$ cat src/rtl/mdn_pkg.sv
package mdn_pkg;

  localparam int BYTE_W     = 8;
  localparam int QTY_W      = 32;
  localparam int PRICE_W    = 64;
  localparam int OID_W      = 64;
  localparam int SYM_CHARS  = 8;
  localparam int SYM_W      = SYM_CHARS * BYTE_W;
  localparam int WIRE_SYM_N = 6;
  localparam int OID_N      = OID_W / BYTE_W;

  typedef enum logic [1:0] {
    CMD_NONE   = 2'd0,
    CMD_ADD    = 2'd1,
    CMD_EXEC   = 2'd2,
    CMD_CANCEL = 2'd3
  } cmd_e;

  localparam logic [7:0] T_ADD_LONG  = 8'h21;
  localparam logic [7:0] T_ADD_SHORT = 8'h22;
  localparam logic [7:0] T_EXEC      = 8'h23;
  localparam logic [7:0] T_CANCEL    = 8'h24;
  localparam logic [7:0] PAD_CHAR    = 8'h20;

  // Byte offsets inside a message; field positions drive the decode.
  localparam int OFS_OID     = 6;
  localparam int OFS_SIDE    = 14;
  localparam int OFS_QTY     = 15;
  localparam int OFS_XQTY    = 14;
  localparam int L_OFS_SYM   = 19;
  localparam int L_OFS_PRICE = 25;
  localparam int S_OFS_SYM   = 17;
  localparam int S_OFS_PRICE = 23;

  function automatic cmd_e decode_type(input logic [7:0] t);
    case (t)
      T_ADD_LONG, T_ADD_SHORT: return CMD_ADD;
      T_EXEC:                  return CMD_EXEC;
      T_CANCEL:                return CMD_CANCEL;
      default:                 return CMD_NONE;
    endcase
  endfunction

  function automatic logic in_span(input logic [7:0] idx, input int start, input int n);
    return (int'(idx) >= start) && (int'(idx) < start + n);
  endfunction

  function automatic logic [2:0] lane(input logic [7:0] idx, input int start);
    int d;
    d = int'(idx) - start;
    return d[2:0];
  endfunction

  function automatic logic [SYM_W-1:0] blank_symbol();
    return {SYM_CHARS{PAD_CHAR}};
  endfunction

  function automatic logic [PRICE_W-1:0] scale_price(input logic [15:0] raw, input int unsigned k);
    return PRICE_W'(raw) * PRICE_W'(k);
  endfunction

endpackage

$ cat src/rtl/mdn_byte_tracker.sv
module mdn_byte_tracker #(
  parameter int CNT_W = 8
) (
  input  logic             clk,
  input  logic             rst,
  input  logic [7:0]       din,
  input  logic             in_valid,
  input  logic             in_ready,
  output logic             accept,
  output logic [CNT_W-1:0] cnt,
  output logic             first_byte,
  output logic             type_byte,
  output logic             msg_end,
  output logic [7:0]       type_q
);

  localparam int CMP_W = CNT_W + 1;

  logic [CNT_W-1:0] len_q;

  assign accept     = in_valid && in_ready;
  assign first_byte = (cnt == '0);
  assign type_byte  = (cnt == CNT_W'(1));
  assign msg_end    = accept && !first_byte &&
                      (({1'b0, cnt} + CMP_W'(1)) >= CMP_W'(len_q));

  always_ff @(posedge clk) begin
    if (rst) begin
      cnt    <= '0;
      len_q  <= '0;
      type_q <= '0;
    end else if (accept) begin
      if (first_byte) len_q  <= CNT_W'(din);
      if (type_byte)  type_q <= din;
      cnt <= msg_end ? '0 : cnt + CNT_W'(1);
    end
  end

  assert_end_wraps_R2: assert property (@(posedge clk) disable iff (rst)
    msg_end |=> (cnt == '0));

  assert_count_step_R2: assert property (@(posedge clk) disable iff (rst)
    (accept && !msg_end) |=> (cnt == $past(cnt) + CNT_W'(1)));

  assert_idle_hold_R2: assert property (@(posedge clk) disable iff (rst)
    !accept |=> $stable(cnt));

endmodule

$ cat src/rtl/mdn_field_assembler.sv
module mdn_field_assembler
  import mdn_pkg::*;
#(
  parameter int unsigned PRICE_SCALE = 100
) (
  input  logic               clk,
  input  logic               rst,
  input  logic               accept,
  input  logic               first_byte,
  input  logic               type_byte,
  input  logic [7:0]         cnt,
  input  logic [7:0]         din,
  input  logic [7:0]         type_q,
  output cmd_e               code_now,
  output cmd_e               code_q,
  output logic [7:0]         side_q,
  output logic [QTY_W-1:0]   qty_q,
  output logic [QTY_W-1:0]   xqty_q,
  output logic [QTY_W-1:0]   cqty_q,
  output logic [PRICE_W-1:0] price_o,
  output logic [SYM_W-1:0]   sym_q,
  output logic [OID_W-1:0]   oid_q
);

  logic               short_q;
  logic [PRICE_W-1:0] price_q;

  assign code_now = type_byte ? decode_type(din) : code_q;
  assign price_o  = short_q ? scale_price(price_q[15:0], PRICE_SCALE) : price_q;

  always_ff @(posedge clk) begin
    if (rst || (accept && first_byte)) begin
      code_q  <= CMD_NONE;
      short_q <= 1'b0;
      side_q  <= '0;
      qty_q   <= '0;
      xqty_q  <= '0;
      cqty_q  <= '0;
      price_q <= '0;
      sym_q   <= blank_symbol();
      oid_q   <= '0;
    end else if (accept && type_byte) begin
      code_q  <= decode_type(din);
      short_q <= (din == T_ADD_SHORT);
    end else if (accept) begin
      if (in_span(cnt, OFS_OID, OID_N) && (decode_type(type_q) != CMD_NONE))
        oid_q[8*lane(cnt, OFS_OID) +: 8] <= din;
      case (type_q)
        T_ADD_LONG: begin
          if (int'(cnt) == OFS_SIDE)               side_q <= din;
          if (in_span(cnt, OFS_QTY, 4))            qty_q[8*lane(cnt, OFS_QTY) +: 8] <= din;
          if (in_span(cnt, L_OFS_SYM, WIRE_SYM_N)) sym_q[8*lane(cnt, L_OFS_SYM) +: 8] <= din;
          if (in_span(cnt, L_OFS_PRICE, 8))        price_q[8*lane(cnt, L_OFS_PRICE) +: 8] <= din;
        end
        T_ADD_SHORT: begin
          if (int'(cnt) == OFS_SIDE)               side_q <= din;
          if (in_span(cnt, OFS_QTY, 2))            qty_q[8*lane(cnt, OFS_QTY) +: 8] <= din;
          if (in_span(cnt, S_OFS_SYM, WIRE_SYM_N)) sym_q[8*lane(cnt, S_OFS_SYM) +: 8] <= din;
          if (in_span(cnt, S_OFS_PRICE, 2))        price_q[8*lane(cnt, S_OFS_PRICE) +: 8] <= din;
        end
        T_EXEC: begin
          if (in_span(cnt, OFS_XQTY, 4)) xqty_q[8*lane(cnt, OFS_XQTY) +: 8] <= din;
        end
        T_CANCEL: begin
          if (in_span(cnt, OFS_XQTY, 4)) cqty_q[8*lane(cnt, OFS_XQTY) +: 8] <= din;
        end
        default: ;
      endcase
    end
  end

  assert_clear_on_length_R9: assert property (@(posedge clk) disable iff (rst)
    (accept && first_byte) |=> (qty_q == '0 && xqty_q == '0 && cqty_q == '0 &&
                                oid_q == '0 && side_q == '0 && sym_q == blank_symbol()));

  assert_short_width_R4: assert property (@(posedge clk) disable iff (rst)
    (code_q == CMD_ADD && short_q) |-> (qty_q[31:16] == '0));

endmodule

$ cat src/rtl/mdn_cmd_stage.sv
module mdn_cmd_stage
  import mdn_pkg::*;
(
  input  logic clk,
  input  logic rst,
  input  logic msg_end,
  input  cmd_e code_now,
  input  logic cons_ready,
  output logic pend_q,
  output logic in_ready
);

  logic emit;

  assign emit     = msg_end && (code_now != CMD_NONE);
  assign in_ready = !pend_q || cons_ready;

  always_ff @(posedge clk) begin
    if (rst)             pend_q <= 1'b0;
    else if (emit)       pend_q <= 1'b1;
    else if (cons_ready) pend_q <= 1'b0;
  end

  assert_unknown_silent_R10: assert property (@(posedge clk) disable iff (rst)
    (msg_end && code_now == CMD_NONE) |=> !pend_q);

  assert_known_emits_R11: assert property (@(posedge clk) disable iff (rst)
    emit |=> pend_q);

  assert_hold_until_taken_R11: assert property (@(posedge clk) disable iff (rst)
    (pend_q && !cons_ready) |=> pend_q);

  assert_drop_after_take_R11: assert property (@(posedge clk) disable iff (rst)
    (pend_q && cons_ready) |=> !pend_q);

endmodule

$ cat src/rtl/mdfeed_normalizer.sv
module mdfeed_normalizer
  import mdn_pkg::*;
#(
  parameter int unsigned PRICE_SCALE = 100
) (
  input  logic         clk,
  input  logic         rst,
  input  logic [7:0]   in_byte,
  input  logic         in_valid,
  output logic         in_ready,
  input  logic         cons_ready,
  output logic         cmd_valid,
  output logic [1:0]   cmd_code,
  output logic [7:0]   cmd_side,
  output logic [31:0]  cmd_qty,
  output logic [31:0]  cmd_exec_qty,
  output logic [31:0]  cmd_cancel_qty,
  output logic [63:0]  cmd_price,
  output logic [63:0]  cmd_symbol,
  output logic [63:0]  cmd_order_id
);

  logic       accept;
  logic [7:0] cnt;
  logic       first_byte;
  logic       type_byte;
  logic       msg_end;
  logic [7:0] type_q;
  cmd_e       code_now;
  cmd_e       code_q;

  mdn_byte_tracker #(.CNT_W(8)) u_trk (
    .clk        (clk),
    .rst        (rst),
    .din        (in_byte),
    .in_valid   (in_valid),
    .in_ready   (in_ready),
    .accept     (accept),
    .cnt        (cnt),
    .first_byte (first_byte),
    .type_byte  (type_byte),
    .msg_end    (msg_end),
    .type_q     (type_q)
  );

  mdn_field_assembler #(.PRICE_SCALE(PRICE_SCALE)) u_asm (
    .clk        (clk),
    .rst        (rst),
    .accept     (accept),
    .first_byte (first_byte),
    .type_byte  (type_byte),
    .cnt        (cnt),
    .din        (in_byte),
    .type_q     (type_q),
    .code_now   (code_now),
    .code_q     (code_q),
    .side_q     (cmd_side),
    .qty_q      (cmd_qty),
    .xqty_q     (cmd_exec_qty),
    .cqty_q     (cmd_cancel_qty),
    .price_o    (cmd_price),
    .sym_q      (cmd_symbol),
    .oid_q      (cmd_order_id)
  );

  mdn_cmd_stage u_cmd (
    .clk        (clk),
    .rst        (rst),
    .msg_end    (msg_end),
    .code_now   (code_now),
    .cons_ready (cons_ready),
    .pend_q     (cmd_valid),
    .in_ready   (in_ready)
  );

  assign cmd_code = code_q;

  assert_symbol_pad_R8: assert property (@(posedge clk) disable iff (rst)
    cmd_valid |-> (cmd_symbol[63:48] == 16'h2020));

  assert_stall_fields_R11: assert property (@(posedge clk) disable iff (rst)
    (cmd_valid && !cons_ready) |=> ($stable(cmd_order_id) && $stable(cmd_price) &&
                                    $stable(cmd_qty) && $stable(cmd_symbol) &&
                                    $stable(cmd_code) && $stable(cnt)));

endmodule

$ cat config.mk
export PLATFORM = sky130hd
export DESIGN_NAME = mdfeed_normalizer
export DESIGN_NICKNAME = d
export VERILOG_FILES = /design/src/rtl/mdn_pkg.sv /design/src/rtl/mdn_byte_tracker.sv /design/src/rtl/mdn_field_assembler.sv /design/src/rtl/mdn_cmd_stage.sv /design/src/rtl/mdfeed_normalizer.sv
export SDC_FILE = /design/constraint.sdc
export NUM_CORES = 1
export LEC_CHECK = 0
export BUFFER_PORTS_ARGS = -buffer_cell sky130_fd_sc_hd__clkbuf_2
export CORE_MARGIN = 4
export CORE_UTILIZATION = 34
export CTS_CLUSTER_SIZE = 25
export DETAILED_ROUTE_END_ITERATION = 12
export PLACE_DENSITY = 0.63
export SLEW_MARGIN = 20
export SYNTH_ARGS = -nofsm -noshare
export SYNTH_HDL_FRONTEND = slang
export SYNTH_SLANG_ARGS = --single-unit
$ cat constraint.sdc
create_clock -name clk -period 7.15 [get_ports clk]
set_clock_uncertainty 0.1 [all_clocks]
set_input_delay 1.43 -clock clk [delete_from_list [all_inputs] [get_ports clk]]
set_output_delay 1.43 -clock clk [all_outputs]
set_load 0.03 [all_outputs]
==> impl_metrics.prom, run 1 <==
# TYPE chip_impl_metric gauge
chip_impl_metric{name="yosysWarningCount",unit=""} 0
chip_impl_metric{name="cap_violations",unit=""} 0
chip_impl_metric{name="width_of_the_chip",unit="um"} 226
chip_impl_info{name="critPathMostFrequentCell",value="ha_1"} 1
chip_impl_metric{name="synthArstFlopShare",unit=""} 0
chip_impl_metric{name="cts_buffer_depth",unit=""} 3
chip_impl_metric{name="vdd_drop_max",unit="mV"} 0.200
chip_impl_metric{name="fp.dieArea",unit="um^2"} 51200
chip_impl_metric{name="synth_seq_area_share",unit=""} 0.401
chip_impl_metric{name="total_power",unit="mW"} 4.31
chip_impl_metric{name="yosys.area_share.adder",unit=""} 0.0724
chip_impl_metric{name="yosys-mux-area-fraction",unit=""} 0.138
chip_impl_metric{name="design.core.area",unit="um^2"} 46800
chip_impl_metric{name="fmax",unit="MHz"} 182
chip_impl_metric{name="num_vias",unit=""} 14800
chip_impl_metric{name="post_route_cells_drive_above_1_share",unit=""} 0.200
chip_impl_metric{name="initial_utilization",unit=""} 0.346
chip_impl_info{name="postSynth.topFlopCell",value="dfxtp_1"} 1
chip_impl_metric{name="worstSkewPairLatency",unit="ns"} 0.55
chip_impl_info{name="cts.root.buffer_cell",value="clkbuf_16"} 1
chip_impl_metric{name="grt_pass1_wl",unit="um"} 86900
chip_impl_metric{name="grt_max_degree",unit=""} 182
chip_impl_metric{name="max-slew-margin-rel",unit=""} 0.272
chip_impl_metric{name="hold_buffers",unit=""} 0
chip_impl_metric{name="timing.final.setup_violations",unit=""} 0
chip_impl_metric{name="timing.critical_path.required",unit="ns"} 5.62
chip_impl_metric{name="timing.final.max_slew_violations",unit=""} 0
chip_impl_metric{name="syn-cell-area",unit="um^2"} 16200
chip_impl_metric{name="setup_total_negative_slack",unit="ns"} 0
chip_impl_metric{name="power.leakage",unit="nW"} 8.62
chip_impl_info{name="result_of_the_run",value="complete, no violations"} 1
chip_impl_metric{name="place.detailed.hpwl",unit="um"} 41500
chip_impl_metric{name="dr.pass1.iters",unit=""} 5
chip_impl_metric{name="area_delta_synth_final",unit="%"} 20.3
chip_impl_info{name="synthTopCellsByArea",value="dfxtp_1 40%, mux2i_1 13%, ha_1 5.9%"} 1
chip_impl_metric{name="synth_fp_nets",unit=""} 1980
chip_impl_info{name="synth_top_area_cell",value="dfxtp_1"} 1
chip_impl_info{name="tritoncts",value="built"} 1
chip_impl_info{name="layout_common_cells",value="323 x dfxtp_1, 311 x clkbuf_2, 248 x nor2_1"} 1
chip_impl_metric{name="fin_nets",unit=""} 2222
chip_impl_metric{name="fin_ws",unit="ns"} 1.67
chip_impl_metric{name="boundaryPins",unit=""} 312
chip_impl_metric{name="ctsHtreeMaxLevel",unit=""} 2
chip_impl_info{name="grt_setup_unrepaired",value="no"} 1
chip_impl_metric{name="routed_wirelength",unit="um"} 57400
chip_impl_metric{name="compound_gate_fraction_of_synth_area",unit=""} 0.109
chip_impl_metric{name="die_h",unit="um"} 226
chip_impl_metric{name="starting_drc_count_in_detailed_routing",unit=""} 1253
chip_impl_metric{name="critical_path_max_stage_delay",unit="ns"} 0.49
chip_impl_info{name="cp_max_delay_cell",value="fa_1"} 1
chip_impl_metric{name="period_share",unit=""} 0.767
chip_impl_metric{name="syn_avg_cell_area",unit="um^2"} 8.60
chip_impl_metric{name="layout_min_cycle_time",unit="ns"} 5.48
chip_impl_metric{name="final_design_area_no_fill",unit="um^2"} 19500
chip_impl_metric{name="critical_path.max_fanout",unit=""} 5
chip_impl_metric{name="wire_per_inst",unit="um"} 20.8
chip_impl_info{name="layout.cells.most_common",value="dfxtp_1"} 1
chip_impl_metric{name="gp_congestion",unit=""} 0.935
chip_impl_metric{name="synthesis.instances",unit=""} 1881
chip_impl_metric{name="cts_made_buffers",unit=""} 38
chip_impl_metric{name="worst_setup_hold_path_clk_slew",unit="ns"} 0.06
chip_impl_metric{name="power-per-cell-area",unit="nW/um^2"} 221
chip_impl_metric{name="sinks_on_clock_net",unit=""} 324
chip_impl_metric{name="viasPerCell",unit=""} 5.36
chip_impl_metric{name="postPlaceCellArea",unit="um^2"} 18100
chip_impl_metric{name="first_global_vias",unit=""} 14300
chip_impl_info{name="critical_path.endpoint_type",value="primary output"} 1
chip_impl_metric{name="drc",unit=""} 0
chip_impl_metric{name="synth_xor_xnor_area_share",unit=""} 0.0114
chip_impl_metric{name="antenna_found_initial",unit=""} 0
chip_impl_info{name="hold_path.class",value="register to register"} 1
chip_impl_metric{name="worst_slew_pin_slew",unit="ns"} 1.09
chip_impl_info{name="setup.worst_path.start_class",value="register"} 1
chip_impl_metric{name="antenna_left",unit=""} 0
chip_impl_metric{name="place_ws",unit="ns"} 2.26
chip_impl_metric{name="cts_resized",unit=""} 0
chip_impl_metric{name="post_cts.repair.setup_buffers",unit=""} 0
chip_impl_metric{name="synthDistinctLibCells",unit=""} 72
chip_impl_metric{name="globalRouteOverflowTotal",unit=""} 0
chip_impl_metric{name="synth-edff-count",unit=""} 0
chip_impl_metric{name="worst_ep_arrival_time",unit="ns"} 3.95
chip_impl_metric{name="netlist.area_leader.share",unit=""} 0.401
chip_impl_metric{name="globalRouteTotalUtil",unit=""} 0.217
chip_impl_metric{name="synth-simple-area-share",unit=""} 0.222
chip_impl_metric{name="floorplan.rows",unit=""} 79
chip_impl_info{name="cp_cell_sequence",value="ha_1, ha_1, inv_1, fa_1, inv_1, ha_1, a21oi_1, nor2b_1, a21oi_1, o21a_1, or3_1, a31o_2, clkbuf_2"} 1
chip_impl_info{name="criticalPathCategory",value="register to primary output"} 1
chip_impl_metric{name="synth-seq-cells",unit=""} 324
chip_impl_metric{name="diode_insertion_count_for_antenna_repair",unit=""} 0
chip_impl_info{name="combinational_family_with_the_most_area_after_synthesis",value="simple AND/OR/NAND/NOR gates"} 1
chip_impl_info{name="crit_family",value="adder cells"} 1
chip_impl_metric{name="cp_num_buf_inv",unit=""} 3
chip_impl_metric{name="final-hold-violation-count",unit=""} 0
chip_impl_metric{name="place.port_buffers",unit=""} 311
[final timing paths]
path,startpoint,endpoint,slack [ns],cells past startpoint
max reg2reg,u_trk.cnt[0],u_asm.price_q[36],3.05,11
min,u_asm.xqty_q[14],u_asm.xqty_q[14],0.35,2
max,u_asm.price_q[5],cmd_price[14],1.67,13
min reg2reg,u_asm.xqty_q[14],u_asm.xqty_q[14],0.35,2
[final cells by class]
class | instances | area (um^2)
fill | 4648 | 27300
multi-input combinational | 1365 | 8980
sequential | 324 | 6490
timing repair buffer | 321 | 1640
clock buffer | 51 | 1090
tap | 607 | 759
inverter | 73 | 274
clock inverter | 16 | 236
[flip-flops by register name (all words and copies together) (netlist names)]
register,count
u_asm.oid_q,64
u_asm.price_q,64
u_asm.sym_q,64
u_asm.cqty_q,32
u_asm.qty_q,32
u_asm.xqty_q,32
u_asm.side_q,8
u_trk.cnt,8
u_trk.len_q,8
u_trk.type_q,8
u_asm.code_q,2
u_asm.short_q,1
u_cmd.pend_q,1
[layer usage]
| metal | global-route usage | wire length (um) |
|---|---|---|
| met4 | 0.0621 | 1360 |
| met1 | 0.296 | 25700 |
| met2 | 0.340 | 25500 |
| met3 | 0.0586 | 4910 |
| met5 | 0 | 0 |
[where the power goes]
part | internal, mW | switching, mW
clock network | 1.26 | 0.790
registers | 1.81 | 0.00919
logic | 0.0943 | 0.349
total | 3.16 | 1.15
[cell usage after synthesis (5+ instances only)]
| cell type | n |
|---|---|
| dfxtp_1 | 324 |
| nor2_1 | 250 |
| nand2_1 | 218 |
| mux2i_1 | 209 |
| clkbuf_1 | 91 |
| nand3_1 | 86 |
| ha_1 | 76 |
| a21oi_1 | 75 |
| inv_1 | 72 |
| nor2b_1 | 59 |
| o21ai_0 | 52 |
| o22ai_1 | 49 |
| o31ai_1 | 29 |
| buf_1 | 20 |
| nor3_1 | 20 |
| or3_1 | 20 |
| and3_1 | 18 |
| or4_1 | 14 |
| mux2_2 | 13 |
| nand4_1 | 12 |
| fa_1 | 11 |
| xor2_1 | 11 |
| nand2b_1 | 10 |
| xnor2_1 | 10 |
| o211ai_1 | 9 |
| a31oi_1 | 8 |
| and2_1 | 6 |
| and4_1 | 6 |
| nor3b_1 | 6 |
| nor4b_1 | 6 |
| o41ai_1 | 6 |
| buf_2 | 5 |
[worst register-to-register path, cell delays in order (launching register included)]
cell	delay, ns
dfxtp_1	0.33
inv_1	0.39
ha_1	0.34
xor2_1	0.43
inv_1	0.17
ha_1	0.45
inv_1	0.17
nor4_1	0.39
mux2i_1	0.21
a211oi_4	0.64
mux2i_1	0.28
nor2_1	0.06
[logic make-up after synthesis]
| group | Yosys count |
|---|---|
| AO/OA/AOI/OAI | 276 |
| AND/OR/NAND/NOR | 759 |
| multiplexers | 222 |
| adder cells (fa/ha/maj) | 87 |
| flip-flops | 324 |
| buffers and inverters | 192 |
| XOR/XNOR | 21 |
[stage by stage]
stage | hold WS (ns) | cells | util
2_1_floorplan | 0.333 | 1881 | -
3_3_place_gp | 0.339 | 2690 | 0.388
3_5_place_dp | 0.343 | 2690 | 0.388
4_1_cts | 0.353 | 2757 | 0.416
5_1_grt | 0.369 | 2757 | 0.417
6_report | 0.353 | 2757 | 0.417
(Power assumes the default switching activity.)
==> inputs of run 2 (changes only) <==
--- a/config.mk
+++ b/config.mk
@@ -10,7 +10,7 @@
 export CORE_UTILIZATION = 34
 export CTS_CLUSTER_SIZE = 25
 export DETAILED_ROUTE_END_ITERATION = 12
-export PLACE_DENSITY = 0.63
+export PLACE_DENSITY = 0.65
 export SLEW_MARGIN = 20
 export SYNTH_ARGS = -nofsm -noshare
 export SYNTH_HDL_FRONTEND = slang
==> constraint.sdc (replaced) <==
create_clock -name clk -period 4.9 [get_ports clk]
set_clock_uncertainty 0.1 [all_clocks]
set_input_delay 0.98 -clock clk [delete_from_list [all_inputs] [get_ports clk]]
set_output_delay 0.98 -clock clk [all_outputs]
set_load 0.03 [all_outputs]
==> impl_metrics.prom, run 2 (synthesized netlist as in run 1, its figures left out) <==
# TYPE chip_impl_metric gauge
chip_impl_info{name="result_of_the_run",value="complete, no violations"} 1
chip_impl_metric{name="sequential_cell_area_in_the_final_layout",unit="um^2"} 6490
chip_impl_metric{name="crit_cells",unit=""} 11
chip_impl_info{name="min-delay-start",value="u_asm.price_q[40]"} 1
chip_impl_metric{name="critical_path_max_stage_delay",unit="ns"} 0.48
chip_impl_metric{name="dr.pass1.iters",unit=""} 6
chip_impl_info{name="cp_max_delay_cell",value="fa_1"} 1
chip_impl_metric{name="worst_ep_arrival_time",unit="ns"} 3.72
chip_impl_metric{name="timing.final.max_slew_violations",unit=""} 0
chip_impl_metric{name="diode_insertion_count_for_antenna_repair",unit=""} 0
chip_impl_metric{name="floorplan.rows",unit=""} 79
chip_impl_metric{name="num_vias",unit=""} 15000
chip_impl_metric{name="starting_drc_count_in_detailed_routing",unit=""} 1255
chip_impl_metric{name="setup_total_negative_slack",unit="ns"} 0
chip_impl_metric{name="gp_congestion",unit=""} 0.937
chip_impl_info{name="hold_path.class",value="register to register"} 1
chip_impl_metric{name="non_filler_instance_count_after_layout",unit=""} 2773
chip_impl_metric{name="final_design_area_no_fill",unit="um^2"} 19600
chip_impl_metric{name="boundaryPins",unit=""} 312
chip_impl_metric{name="post_route_cells_drive_above_1_share",unit=""} 0.210
chip_impl_info{name="crit_family",value="adder cells"} 1
chip_impl_metric{name="die_h",unit="um"} 226
chip_impl_info{name="layout.cells.most_common",value="dfxtp_1"} 1
chip_impl_metric{name="worst_slew_pin_slew",unit="ns"} 1.11
chip_impl_metric{name="wire_per_inst",unit="um"} 20.9
chip_impl_metric{name="globalRouteTotalUtil",unit=""} 0.217
chip_impl_metric{name="width_of_the_chip",unit="um"} 226
chip_impl_info{name="critPathMostFrequentCell",value="ha_1"} 1
chip_impl_metric{name="viasPerCell",unit=""} 5.41
chip_impl_metric{name="final-hold-violation-count",unit=""} 0
chip_impl_metric{name="power.leakage",unit="nW"} 8.63
chip_impl_metric{name="grt_pass1_wl",unit="um"} 86700
chip_impl_metric{name="total_power",unit="mW"} 6.05
chip_impl_metric{name="period_share",unit=""} 0.980
chip_impl_metric{name="sinks_on_clock_net",unit=""} 324
chip_impl_info{name="criticalPathCategory",value="register to primary output"} 1
chip_impl_metric{name="fmax",unit="MHz"} 208
chip_impl_info{name="grt_setup_unrepaired",value="yes"} 1
chip_impl_metric{name="globalRouteOverflowTotal",unit=""} 0
chip_impl_metric{name="layout_min_cycle_time",unit="ns"} 4.80
chip_impl_metric{name="reg2reg_slack",unit="ns"} 1.14
chip_impl_info{name="tritoncts",value="built"} 1
chip_impl_info{name="critical_path.endpoint_type",value="primary output"} 1
chip_impl_metric{name="multi_input_area",unit="um^2"} 9070
chip_impl_metric{name="place.port_buffers",unit=""} 311
chip_impl_metric{name="grt_max_degree",unit=""} 110
chip_impl_metric{name="drc",unit=""} 0
chip_impl_metric{name="antenna_found_initial",unit=""} 3
chip_impl_info{name="biggestRegsByFlops",value="u_asm.oid_q (64), u_asm.price_q (64), u_asm.sym_q (64)"} 1
chip_impl_metric{name="hold_buffers",unit=""} 0
chip_impl_metric{name="place.detailed.hpwl",unit="um"} 42200
chip_impl_metric{name="postPlaceCellArea",unit="um^2"} 18300
chip_impl_metric{name="area_delta_synth_final",unit="%"} 20.9
chip_impl_metric{name="cap_violations",unit=""} 0
chip_impl_metric{name="worst_setup_hold_path_clk_slew",unit="ns"} 0.06
chip_impl_metric{name="fp.dieArea",unit="um^2"} 51200
chip_impl_metric{name="max-slew-margin-rel",unit=""} 0.260
chip_impl_metric{name="routed_wirelength",unit="um"} 58000
chip_impl_info{name="cp_cell_sequence",value="ha_1, ha_1, ha_1, fa_1, a21o_1, nand3_1, a21oi_1, o21a_1, or3_1, a31o_2, clkbuf_4"} 1
chip_impl_info{name="setup.worst_path.start_class",value="register"} 1
chip_impl_metric{name="timing.critical_path.required",unit="ns"} 3.82
chip_impl_metric{name="cts_made_buffers",unit=""} 38
chip_impl_metric{name="timing.final.setup_violations",unit=""} 0
chip_impl_metric{name="vdd_drop_max",unit="mV"} 0.230
chip_impl_metric{name="worstSkewPairLatency",unit="ns"} 0.54
chip_impl_metric{name="filler_cells_inserted",unit=""} 4695
chip_impl_metric{name="critical_path.max_fanout",unit=""} 5
chip_impl_metric{name="antenna_left",unit=""} 0
chip_impl_info{name="worst_hold_endpoint",value="u_asm.price_q[40]"} 1
chip_impl_metric{name="whs_path_depth",unit=""} 2
chip_impl_metric{name="cp_num_buf_inv",unit=""} 1
chip_impl_metric{name="initial_utilization",unit=""} 0.346
chip_impl_info{name="worstReg2RegStart",value="u_trk.cnt[1]"} 1
chip_impl_info{name="cts.root.buffer_cell",value="clkbuf_16"} 1
chip_impl_metric{name="cts_buffer_depth",unit=""} 3
chip_impl_info{name="layout_common_cells",value="317 x dfxtp_1, 306 x clkbuf_2, 248 x nor2_1"} 1
chip_impl_metric{name="design.core.area",unit="um^2"} 46800
chip_impl_metric{name="first_global_vias",unit=""} 14300
chip_impl_info{name="timing.rr.end",value="u_asm.sym_q[39]"} 1
chip_impl_metric{name="ctsHtreeMaxLevel",unit=""} 2
chip_impl_metric{name="power-per-cell-area",unit="nW/um^2"} 309
chip_impl_metric{name="post-place-cells",unit=""} 2704
chip_impl_metric{name="ff2ff_path_depth",unit=""} 12
chip_impl_metric{name="fin_nets",unit=""} 2238
run 2: worst max path at each step:
stage,from,to,slack (ns)
after floorplan,u_asm.price_q[4],cmd_price[15],0.70
final,u_asm.price_q[1],cmd_price[14],0.1
after detailed placement,u_asm.price_q[4],cmd_price[14],0.46
after global placement,u_asm.price_q[5],cmd_price[14],0.48
after global routing,u_asm.price_q[4],cmd_price[14],-0.04
after CTS,u_asm.price_q[8],cmd_price[19],0.02
run 2: through the flow:
step                 util  hold slack, ns  setup slack (ns)
detailed placement  0.390           0.347             0.464
CTS                 0.417           0.356            0.0209
global placement    0.390           0.340             0.477
global route        0.419           0.378           -0.0412
floorplan               -           0.333             0.696
finish              0.419           0.353            0.0973
run 2: power breakdown:
group	leakage, nW	switching (mW)	internal [mW]	total [mW]
Clock	0.574	1.12	1.60	2.72
Combinational	5.44	0.520	0.155	0.675
Sequential	2.61	0.0103	2.65	2.66
run 2: timing repair:
item,in CTS,in global routing
setup endpoints to repair,9,9
hold endpoints to repair,0,0
resized for setup,8,22
buffers inserted,1,0
pin swaps,1,4
run 2: cell type report:
cell class                      instances  area share
Clock buffer                           58      0.0561
Clock inverter                          9     0.00473
Inverter                               73      0.0140
Multi-Input combinational cell       1365       0.463
Sequential cell                       324       0.332
Tap cell                              607      0.0388
Timing Repair Buffer                  337      0.0910
run 2: layer usage:
| layer | global-route usage | share of wire | vias to the layer above |
|---|---|---|---|
| met5 | 0 | 0 | - |
| met2 | 0.343 | 0.45 | 630 |
| li1 | - | - | 7077 |
| met1 | 0.297 | 0.44 | 7189 |
| met4 | 0.0536 | 0.024 | 0 |
| met3 | 0.0593 | 0.088 | 102 |
run 2: tightest hold or removal path, stage by stage, from the launching register on:
cell and delay (ns):
dfxtp_1 0.30, nand2_1 0.05, mux2i_1 0.05
